`src/rtl/fdiv_pkg.sv`:
```
package fdiv_pkg;
  localparam int DEF_EXP_W = 8;
  localparam int DEF_MAN_W = 23;

  typedef enum logic [0:0] {
    ST_IDLE = 1'b0,
    ST_LOOP = 1'b1
  } fdiv_state_e;
endpackage

```
`src/rtl/fdiv_unpack.sv`:
```
module fdiv_unpack #(
  parameter int EXP_W = 8,
  parameter int MAN_W = 23
) (
  input  logic [EXP_W+MAN_W:0] word,
  output logic                 sign,
  output logic [EXP_W-1:0]     expo,
  output logic [MAN_W:0]       mant,
  output logic                 is_zero
);
  // Exponent field zero means zero or denormal; both are treated as zero.
  assign sign    = word[EXP_W+MAN_W];
  assign expo    = word[EXP_W+MAN_W-1:MAN_W];
  assign is_zero = (expo == '0);
  assign mant    = {1'b1, word[MAN_W-1:0]};
endmodule

```
`src/rtl/fdiv_mant_core.sv`:
```
module fdiv_mant_core #(
  parameter int MAN_W = 23
) (
  input  logic             clk,
  input  logic             rst,
  input  logic             load,
  input  logic [MAN_W:0]   num,
  input  logic [MAN_W:0]   den,
  output logic [MAN_W+1:0] quo,
  output logic             valid
);
  localparam int QB = MAN_W + 2;       // quotient bits incl. normalisation bit
  localparam int RW = MAN_W + 2;       // partial remainder width (< 2*den)
  localparam int CW = $clog2(QB + 1);

  logic [RW-1:0]  rem;
  logic [MAN_W:0] den_r;
  logic [CW-1:0]  cnt;
  logic           run;
  logic [RW-1:0]  diff;
  logic           ge;

  assign ge   = (rem >= RW'(den_r));
  assign diff = rem - RW'(den_r);

  always_ff @(posedge clk) begin
    if (rst) begin
      rem   <= '0;
      den_r <= '0;
      quo   <= '0;
      cnt   <= '0;
      run   <= 1'b0;
      valid <= 1'b0;
    end else begin
      valid <= 1'b0;
      if (load) begin
        rem   <= RW'(num);
        den_r <= den;
        quo   <= '0;
        cnt   <= CW'(QB);
        run   <= 1'b1;
      end else if (run) begin
        // restoring step: subtract when possible, then shift left
        rem <= ge ? {diff[RW-2:0], 1'b0} : {rem[RW-2:0], 1'b0};
        quo <= {quo[QB-2:0], ge};
        cnt <= cnt - 1'b1;
        if (cnt == CW'(1)) begin
          run   <= 1'b0;
          valid <= 1'b1;
        end
      end
    end
  end

  // operands lie in [1,2), so one of the top two quotient bits is set
  a_r4_norm_bit: assert property (@(posedge clk) disable iff (rst)
    valid |-> (quo[QB-1] || quo[QB-2]));

  // the loop never runs with an exhausted counter
  a_r1_loop_count: assert property (@(posedge clk) disable iff (rst)
    run |-> (cnt != '0));

  // a result is only presented once per loaded operation
  a_r1_valid_once: assert property (@(posedge clk) disable iff (rst)
    valid |=> !valid);
endmodule

```
`src/rtl/fdiv_pack.sv`:
```
module fdiv_pack #(
  parameter int EXP_W = 8,
  parameter int MAN_W = 23
) (
  input  logic                 sign,
  input  logic [EXP_W-1:0]     exp_a,
  input  logic [EXP_W-1:0]     exp_b,
  input  logic                 a_zero,
  input  logic                 b_zero,
  input  logic [MAN_W+1:0]     q,
  output logic [EXP_W+MAN_W:0] word,
  output logic                 dz,
  output logic                 ovf
);
  localparam int QB   = MAN_W + 2;
  localparam int SW   = EXP_W + 3;
  localparam int BIAS = (2 ** (EXP_W - 1)) - 1;
  localparam int WM1  = EXP_W + MAN_W;
  localparam logic signed [SW-1:0] EMAX_S = SW'((2 ** EXP_W) - 1);

  logic                    norm;
  logic [MAN_W-1:0]        frac;
  logic signed [SW-1:0]    exp_s;
  logic                    e_over;
  logic                    e_under;
  logic [WM1:0]            sat_word;
  logic [WM1:0]            zero_word;

  assign norm  = q[QB-1];
  assign frac  = norm ? q[QB-2:1] : q[QB-3:0];
  assign exp_s = SW'(exp_a) - SW'(exp_b) + SW'(BIAS) - (norm ? SW'(0) : SW'(1));

  assign e_under = exp_s[SW-1] || (exp_s == '0);
  assign e_over  = !exp_s[SW-1] && (exp_s > EMAX_S);

  assign sat_word  = {sign, {WM1{1'b1}}};
  assign zero_word = {sign, {WM1{1'b0}}};

  always_comb begin
    dz  = 1'b0;
    ovf = 1'b0;
    if (b_zero) begin
      word = sat_word;
      dz   = 1'b1;
    end else if (a_zero || e_under) begin
      word = zero_word;
    end else if (e_over) begin
      word = sat_word;
      ovf  = 1'b1;
    end else begin
      word = {sign, exp_s[EXP_W-1:0], frac};
    end
  end
endmodule

```
`src/rtl/fdiv_top.sv`:
```
module fdiv_top
  import fdiv_pkg::*;
#(
  parameter int EXP_W = DEF_EXP_W,
  parameter int MAN_W = DEF_MAN_W
) (
  input  logic                 clk,
  input  logic                 rst,
  input  logic                 start,
  input  logic [EXP_W+MAN_W:0] dividend,
  input  logic [EXP_W+MAN_W:0] divisor,
  output logic                 busy,
  output logic                 done,
  output logic [EXP_W+MAN_W:0] quotient,
  output logic                 div_zero,
  output logic                 overflow
);
  localparam int W  = EXP_W + MAN_W + 1;
  localparam int QB = MAN_W + 2;

  fdiv_state_e    st;
  logic [W-1:0]   ops   [2];
  logic           sgn   [2];
  logic [EXP_W-1:0] ex  [2];
  logic [MAN_W:0] mn    [2];
  logic           zr    [2];

  assign ops[0] = dividend;
  assign ops[1] = divisor;

  for (genvar i = 0; i < 2; i++) begin : g_unp
    fdiv_unpack #(.EXP_W(EXP_W), .MAN_W(MAN_W)) u_unp (
      .word   (ops[i]),
      .sign   (sgn[i]),
      .expo   (ex[i]),
      .mant   (mn[i]),
      .is_zero(zr[i])
    );
  end

  logic             accept;
  logic             sign_r;
  logic [EXP_W-1:0] ea_r, eb_r;
  logic             az_r, bz_r;
  logic [QB-1:0]    core_q;
  logic             core_valid;
  logic [W-1:0]     pk_word;
  logic             pk_dz, pk_ovf;

  assign accept = (st == ST_IDLE) && start;
  assign busy   = (st == ST_LOOP);

  fdiv_mant_core #(.MAN_W(MAN_W)) u_core (
    .clk  (clk),
    .rst  (rst),
    .load (accept),
    .num  (mn[0]),
    .den  (mn[1]),
    .quo  (core_q),
    .valid(core_valid)
  );

  fdiv_pack #(.EXP_W(EXP_W), .MAN_W(MAN_W)) u_pack (
    .sign  (sign_r),
    .exp_a (ea_r),
    .exp_b (eb_r),
    .a_zero(az_r),
    .b_zero(bz_r),
    .q     (core_q),
    .word  (pk_word),
    .dz    (pk_dz),
    .ovf   (pk_ovf)
  );

  always_ff @(posedge clk) begin
    if (rst) begin
      st       <= ST_IDLE;
      done     <= 1'b0;
      quotient <= '0;
      div_zero <= 1'b0;
      overflow <= 1'b0;
      sign_r   <= 1'b0;
      ea_r     <= '0;
      eb_r     <= '0;
      az_r     <= 1'b0;
      bz_r     <= 1'b0;
    end else begin
      done <= 1'b0;
      case (st)
        ST_IDLE: begin
          if (start) begin
            sign_r <= sgn[0] ^ sgn[1];
            ea_r   <= ex[0];
            eb_r   <= ex[1];
            az_r   <= zr[0];
            bz_r   <= zr[1];
            st     <= ST_LOOP;
          end
        end
        ST_LOOP: begin
          if (core_valid) begin
            quotient <= pk_word;
            div_zero <= pk_dz;
            overflow <= pk_ovf;
            done     <= 1'b1;
            st       <= ST_IDLE;
          end
        end
        default: st <= ST_IDLE;
      endcase
    end
  end

  // done is a single-cycle pulse and the block is idle when it shows
  a_r1_done_pulse: assert property (@(posedge clk) disable iff (rst)
    done |=> !done);
  a_r1_done_idle: assert property (@(posedge clk) disable iff (rst)
    done |-> !busy);
  // result word is frozen during an operation
  a_r1_hold_result: assert property (@(posedge clk) disable iff (rst)
    busy |-> $stable(quotient));
  // an operation begins only from a start request
  a_r2_start_gated: assert property (@(posedge clk) disable iff (rst)
    $rose(busy) |-> $past(start));
  // zero divisor saturates and never reports overflow
  a_r5_dz_sat: assert property (@(posedge clk) disable iff (rst)
    (done && div_zero) |-> ((&quotient[W-2:0]) && !overflow));
  // overflow saturates the magnitude
  a_r8_ovf_sat: assert property (@(posedge clk) disable iff (rst)
    (done && overflow) |-> (&quotient[W-2:0]));
  // an ordinary result with a zero exponent field is an exact zero
  a_r9_no_denorm: assert property (@(posedge clk) disable iff (rst)
    (done && !div_zero && !overflow && (quotient[W-2:MAN_W] == '0))
      |-> (quotient[MAN_W-1:0] == '0));
endmodule

```
`config.mk`:
```
export PLATFORM = sky130hd
export DESIGN_NAME = fdiv_top
export DESIGN_NICKNAME = d
export VERILOG_FILES = /design/src/rtl/fdiv_pkg.sv /design/src/rtl/fdiv_unpack.sv /design/src/rtl/fdiv_mant_core.sv /design/src/rtl/fdiv_pack.sv /design/src/rtl/fdiv_top.sv
export SDC_FILE = /design/constraint.sdc
export NUM_CORES = 1
export LEC_CHECK = 0
export ABC_AREA = 1
export BUFFER_PORTS_ARGS = -buffer_cell sky130_fd_sc_hd__clkbuf_2
export CAP_MARGIN = 20
export CELL_PAD_IN_SITES_DETAIL_PLACEMENT = 1
export CELL_PAD_IN_SITES_GLOBAL_PLACEMENT = 2
export CORE_MARGIN = 2
export CORE_UTILIZATION = 25
export DETAILED_ROUTE_END_ITERATION = 12
export GPL_ROUTABILITY_DRIVEN = 0
export GPL_TIMING_DRIVEN = 0
export PLACE_DENSITY_LB_ADDON = 0.12
export SLEW_MARGIN = 15
export SYNTH_ARGS = -nofsm -noshare
export SYNTH_HDL_FRONTEND = slang
export SYNTH_SLANG_ARGS = --single-unit
```
`constraint.sdc`:
```
create_clock -name clk -period 3.38 [get_ports clk]
set_clock_uncertainty 0.05 [all_clocks]
set_input_delay 0.845 -clock clk [delete_from_list [all_inputs] [get_ports clk]]
set_output_delay 0.845 -clock clk [all_outputs]
set_load 0.01 [all_outputs]
```
==> results of run 1 <==
repair_timing:
action,CTS,global route
cloned,3,0
resized for setup,19,44
setup buffers,3,8
endpoints found under the setup margin,32,40
pin swaps,6,18
critical path, stage by stage (launching register included):
cell	delay, ns
dfxtp_2	0.32
inv_2	0.06
ha_4	0.12
inv_2	0.04
fa_2	0.41
nand3_4	0.11
nand3_4	0.09
a21oi_2	0.16
o21ai_2	0.09
xor2_2	0.21
inv_2	0.08
ha_4	0.30
nand2_4	0.06
inv_4	0.07
nand4_4	0.09
nand3_2	0.09
nand2_2	0.07
nor2_4	0.10
nand3_4	0.10
buf_12	0.17
buf_12	0.14
nand3_2	0.06
a21oi_2	0.05
routing by layer:
metal  global-route usage (%)  vias up  wire length (um)
met5                        0        -                 0
met4                    4.535        0               364
met3                    3.072       16               931
met2                    26.86       90             12400
met1                    23.96     3716             14610
li1                         -     4041                 -
stage by stage:
stage,instance area (sq um),power (mW),hold WS [ns]
floorplan,8259,3.901,0.3636
finish,10350,6.804,0.4032
detailed placement,9318,4.592,0.3945
global route,10350,7.354,0.4346
global placement,9318,4.587,0.3909
CTS,10080,6.613,0.4084
synthesized netlist by cell type, types with 2 or more instances:
cell type / n / area share, %
nand2_1: 183 / 8.3
a21oi_1: 136 / 8.2
dfxtp_1: 136 / 33
inv_1: 134 / 6.1
o21ai_0: 104 / 6.3
nor2_1: 77 / 3.5
clkbuf_1: 48 / 2.2
ha_1: 41 / 6.2
nand3_2: 37 / 4.5
a21oi_2: 30 / 3.2
nand3_1: 28 / 1.7
o211ai_1: 23 / 2.1
a22o_1: 18 / 1.9
nand2_2: 15 / 1.1
xor2_1: 14 / 1.5
xnor2_1: 13 / 1.4
nand4_1: 12 / 0.91
nor3_1: 10 / 0.61
buf_2: 7 / 0.42
nand2_4: 6 / 0.82
a21o_1: 5 / 0.45
inv_2: 4 / 0.18
buf_12: 3 / 0.73
buf_6: 3 / 0.41
fa_1: 3 / 0.73
nor4_1: 3 / 0.23
o21a_1: 3 / 0.27
o21ai_1: 3 / 0.18
o21bai_1: 3 / 0.27
a211oi_1: 2 / 0.18
a31oi_1: 2 / 0.15
nand4_2: 2 / 0.30
nor2_2: 2 / 0.15
or2_2: 2 / 0.15
cells by family after synthesis:
family,count (synthesis),share of synthesized area (%)
muxes,1,0.1212
adders and majority gates,44,6.938
buffers and inverters,199,10.01
xor gates and xnor gates,27,2.863
AOI/OAI and AO/OA,336,24.09
DFF,136,32.96
and+or+nand+nor,383,23.01
how the worst max path moves through the flow:
stage,startpoint,end,slack [ns],depth (start not counted)
final,ea_r[0],quotient[11],0.18,22
after global placement,ea_r[0],quotient[10],-0.22,21
after CTS,ea_r[0],quotient[14],0.02,23
after global routing,ea_r[0],quotient[9],-0.03,22
after detailed placement,ea_r[0],quotient[14],-0.20,21
after floorplan,ea_r[0],quotient[10],0.29,21
power groups by stage:
stage               clock [mW]  sequential, mW  combinational (mW)
floorplan                    0            1.76                2.15
global placement             0            1.77                2.82
detailed placement           0            1.77                2.82
CTS                       1.94            1.73                2.94
global route              2.00            1.75                3.60
finish                    1.87            1.74                3.20
state kept, by name, summed over array words and instances (netlist names):
register      count
ea_r              8
u_core.rem       25
u_core.quo       25
div_zero          1
done              1
sign_r            1
u_core.cnt        5
busy              1
overflow          1
u_core.valid      1
eb_r              8
u_core.run        1
u_core.den_r     24
bz_r              1
quotient         32
az_r              1
cell type report:
type                       instances  area [sq um]  share of cell area [%]
sequential                       136          2725                   26.34
multi-input combinational        791          4969                   48.02
inverter                         138         520.5                   5.031
buffer                            61         316.6                   3.060
timing repair buffer             115         688.2                   6.651
clock buffer                      20         456.7                   4.414
tap                              442         553.0                   5.345
clock inverter                    12         117.6                   1.137
==> flow_summary.ini, run 1 <==
[outcome]
status = completed

[cts]
clock_pin_slew_on_the_worst_setup_and_hold_paths_ns = 0.06
htreeDepth = 4
tritoncts = built
tritoncts.num_buffers = 17
post_cts_hold_buffer_count = 0
cts.sink_count = 136
clk-insertion-delay-late_ns = 0.44
cts.path.max_buffers = 2
clockRootBuffer = clkbuf_16

[final_layout]
nNetsFinal = 1371
diodes = 0
final_util_pct = 31.80
syn2layout_area_growth_pct = 25.27
fin_cells = 1715
drive_gt1_share_pct = 23.72
commonest_non_fill_non_tap_cells_in_the_layout = 178 x nand2_1, 134 x dfxtp_1, 130 x a21oi_1, 126 x inv_1, 103 x o21ai_0
final_common_cell = nand2_1
fill_cells = 4053

[min_path]
hold_class = reg -> reg
hold-path-endpoint = quotient[31]
min_delay_path_depth = 2
worst_hold_startpoint = sign_r

[routing]
post_drt_via_cell_ratio = 4.585
detail_route.first_pass.iterations = 4
drcViolationCount = 0
vias = 7863
routed_wl_mm = 28.31
antenna_violating_nets_post_route = 0
post_drt_wl_per_cell_um = 16.50
detailedRoute.firstIterationViolations = 280

[worst_setup_path]
reg2reg_capture_point = quotient[11]
worstSetupPathType = reg -> reg
critPathMaxFanout = 6
worst_r2r_setup_slack_ns = 0.18
endpoint_kind = flop
timing.rr.start = ea_r[0]
worst_setup_path_start_kind = flop
worst-endpoint-required_ns = 3.64
worst_r2r_path_depth = 22
timing.critical_path.arrival_ns = 3.46

[synthesis]
netlist-cell-type-count = 48
synth_edf_count = 0
syn-cell-area_sq_mm = 0.008259
ys_async_sr_fraction_pct = 0
mappedNetlistNets = 1237
dominantRegCellSynth = dfxtp_1
synthCells = 1126
synth_warnings = 0
synth_area_per_cell_sq_um = 7.335
synth.yosys.seq_area_share_pct = 32.96
synth.ff_latch_count = 136

[timing]
tns_ns = 0
post-route-min-period_ns = 3.197
tightest_slew_ns = 0.7462
setup_slack_ns = 0.1828
final-max-slew-violation-count = 0
max_freq_mhz = 312.8
final-hold-violation-count = 0
ratio_of_final_minimum_period_to_clock_period_pct = 94.59
timing.slew.headroom_pct = 50.25
setup_violating_endpoint_count_in_the_final_report = 0

[global_route]
antenna_violations_before_repair = 0
grt_max_degree = 17
globalRoute.totalOverflow = 0
grt_pass1_vias = 8333
wire_length_of_the_first_global_routing_pass_mm = 45.15
gr-usage-all-layers_pct = 17.09

[place]
placed_cells_incl_taps = 1669
port-buffer-count = 101
post-place-ws_ns = -0.1959
dp_hpwl_mm = 21.75

[power_and_ir_drop]
powerDensity_mw_per_mm2 = 657.6
switching_share_pct = 41.62
share_comb_of_total_power_pct = 47.0
clock_power_share_pct = 27.5
netSwitchingPower_mw = 2.832
max-vdd-ir-drop_mv = 0.3758
total_leakage_power_nw = 4.489
internal-power_mw = 3.972
seqPwrFrac_pct = 25.5

[floorplanning]
starting_density_of_the_core_pct = 25.38
chipHeight_um = 185.8
row_count = 66
area_of_the_placeable_core_sq_mm = 0.03254
design.die.area_sq_mm = 0.03451
dieWidth_um = 185.8
ios = 103

[flow_run]
maxCapViolations = 0
Power figures use the tool's default switching activity.
==> run 2: changes to the inputs <==
--- a/config.mk
+++ b/config.mk
@@ -12,6 +12,7 @@
 export CELL_PAD_IN_SITES_GLOBAL_PLACEMENT = 2
 export CORE_MARGIN = 2
 export CORE_UTILIZATION = 25
+export CTS_BUF_LIST = sky130_fd_sc_hd__clkbuf_4
 export DETAILED_ROUTE_END_ITERATION = 12
 export GPL_ROUTABILITY_DRIVEN = 0
 export GPL_TIMING_DRIVEN = 0
@@ -20,3 +21,4 @@
 export SYNTH_ARGS = -nofsm -noshare
 export SYNTH_HDL_FRONTEND = slang
 export SYNTH_SLANG_ARGS = --single-unit
+export TNS_END_PERCENT = 10
==> constraint.sdc (replaced) <==
create_clock -name clk -period 3.25 [get_ports clk]
set_clock_uncertainty 0.05 [all_clocks]
set_input_delay 0.8125 -clock clk [delete_from_list [all_inputs] [get_ports clk]]
set_output_delay 0.8125 -clock clk [all_outputs]
set_load 0.01 [all_outputs]
==> flow_summary.ini, run 2 (synthesized netlist as in run 1, its figures left out) <==
[final_layout]
final_common_cell = nand2_1
largest_register_ffs = 32
nNetsFinal = 1376
commonest_non_fill_non_tap_cells_in_the_layout = 176 x nand2_1, 134 x dfxtp_1, 129 x a21oi_1, 125 x inv_1, 103 x o21ai_0
final_design_area_no_fill_sq_mm = 0.01013
largest_register = quotient
fin_cells = 1721
drive_gt1_share_pct = 24.26
biggestRegsByFlops = quotient x32, u_core.quo x25, u_core.rem x25
final_util_pct = 31.13
fill_cells = 4071
syn2layout_area_growth_pct = 22.62

[worst_setup_path]
worstSetupPathType = reg -> reg
worst-endpoint-required_ns = 3.66
worst_r2r_path_depth = 21
critical_path.cell_chain = ha_4 > inv_2 > fa_2 > nand3_4 > nand3_4 > a21oi_2 > o21ai_2 > xor2_2 > inv_2 > ha_4 > nand2_4 > inv_4 > nand4_4 > nand3_2 > nand2_2 > nor2_4 > nand3_4 > buf_12 > buf_12 > nand3_4 > a21oi_2
timing.critical_path.arrival_ns = 3.59
endpoint_kind = flop
critPathMaxFanout = 6
reg2reg_capture_point = quotient[18]
setup.worst_path.start = eb_r[0]
critical_path_buf_inv_count = 5
timing.critical_path.slowest_stage_cell = fa_2
path_common_cell = nand3_4
cp-endpoint = quotient[18]
crit_cells = 21
worst_setup_path_start_kind = flop
timing.rr.start = eb_r[0]
max_stage_delay_ns = 0.40
critPathTopFamily = adder cells
worst_r2r_setup_slack_ns = 0.07

[place]
port-buffer-count = 101
placedInstanceArea_sq_mm = 0.009318
placed_cells_incl_taps = 1669
post-place-ws_ns = -0.3259
dp_hpwl_mm = 21.75

[timing]
max_freq_mhz = 314.6
timing.slew.headroom_pct = 49.99
tightest_slew_ns = 0.7502
setup_violating_endpoint_count_in_the_final_report = 0
post-route-min-period_ns = 3.178
tns_ns = 0
rsz0062_at_grt = true
setup_slack_ns = 0.07160
hold_slack_ns = 0.4129
final-max-slew-violation-count = 0
ratio_of_final_minimum_period_to_clock_period_pct = 97.80
final-hold-violation-count = 0

[floorplanning]
ios = 103
starting_density_of_the_core_pct = 25.38
chipHeight_um = 185.8
area_of_the_placeable_core_sq_mm = 0.03254
design.die.area_sq_mm = 0.03451
row_count = 66
dieWidth_um = 185.8

[routing]
vias = 7897
detailedRoute.firstIterationViolations = 298
drcViolationCount = 0
detail_route.first_pass.iterations = 5
routed_wl_mm = 28.23
post_drt_wl_per_cell_um = 16.40
antenna_violating_nets_post_route = 0
post_drt_via_cell_ratio = 4.589

[cts]
clock_pin_slew_on_the_worst_setup_and_hold_paths_ns = 0.14
cts.path.max_buffers = 2
cts.sink_count = 136
clockRootBuffer = clkbuf_4
tritoncts = built
tritoncts.num_buffers = 17
htreeDepth = 4
clk-insertion-delay-late_ns = 0.59

[power_and_ir_drop]
totalPowerFinal_mw = 6.374
powerDensity_mw_per_mm2 = 629.4
total_leakage_power_nw = 4.385
max-vdd-ir-drop_mv = 0.2729

[global_route]
gr-usage-all-layers_pct = 17.04
antenna_violations_before_repair = 1
globalRoute.totalOverflow = 0
wire_length_of_the_first_global_routing_pass_mm = 45.20
grt_max_degree = 17
grt_pass1_vias = 8333

[min_path]
hold_class = reg -> reg
min_delay_path_depth = 2

[flow_run]
maxCapViolations = 0

[outcome]
status = completed
run 2: timing repair:
action,4_1_cts,5_1_grt
hold buffers,0,0
setup endpoints to repair,32,56
cloned,3,0
setup buffers,8,8
pin swaps,15,21
gates resized for setup,37,40
run 2: how the worst min path moves through the flow:
stage                           from              end  slack, ns
after CTS                 divisor[0]  u_core.den_r[0]       0.36
after floorplan               sign_r     quotient[31]       0.36
final                         sign_r     quotient[31]       0.41
after global placement        sign_r     quotient[31]       0.39
after detailed placement      sign_r     quotient[31]       0.39
after global routing      divisor[0]  u_core.den_r[0]       0.38
run 2: final cells by class:
| type | count | area [sq um] | share of cell area (%) |
|---|---|---|---|
| well taps | 442 | 553.0 | 5.461 |
| clock inverters | 14 | 125.1 | 1.235 |
| repair buffers | 120 | 725.7 | 7.166 |
| clock buffers | 18 | 135.1 | 1.334 |
| diodes | 1 | 2.502 | 0.02471 |
| plain buffers | 61 | 334.1 | 3.299 |
| multi-input cells | 791 | 5004 | 49.41 |
| inverters | 138 | 523.0 | 5.164 |
| flip-flops and latches | 136 | 2725 | 26.91 |
run 2: layer usage:
metal / wire (um) / up-vias / global-route usage [%]
li1: - / 4056 / -
met1: 14730 / 3726 / 23.93
met2: 12300 / 97 / 26.91
met3: 856 / 18 / 2.954
met4: 339 / 0 / 4.252
met5: 0 / - / 0
run 2: power by group:
group	total (mW)	switching [mW]	internal (mW)
clock network	1.13	0.737	0.391
logic	3.44	2.08	1.36
registers	1.81	0.0535	1.75
run 2: worst register-to-register path: stages, from the launching register on:
cell     delay (ns)
dfxtp_2        0.38
ha_4           0.13
inv_2          0.04
fa_2           0.41
nand3_4        0.14
nand3_4        0.09
a21oi_2        0.14
o21ai_2        0.08
xor2_2         0.21
inv_2          0.08
ha_4           0.30
nand2_4        0.06
inv_4          0.07
nand4_4        0.09
nand3_2        0.11
nand2_2        0.07
nor2_4         0.10
nand3_4        0.10
buf_12         0.17
buf_12         0.15
nand3_4        0.06
a21oi_2        0.05
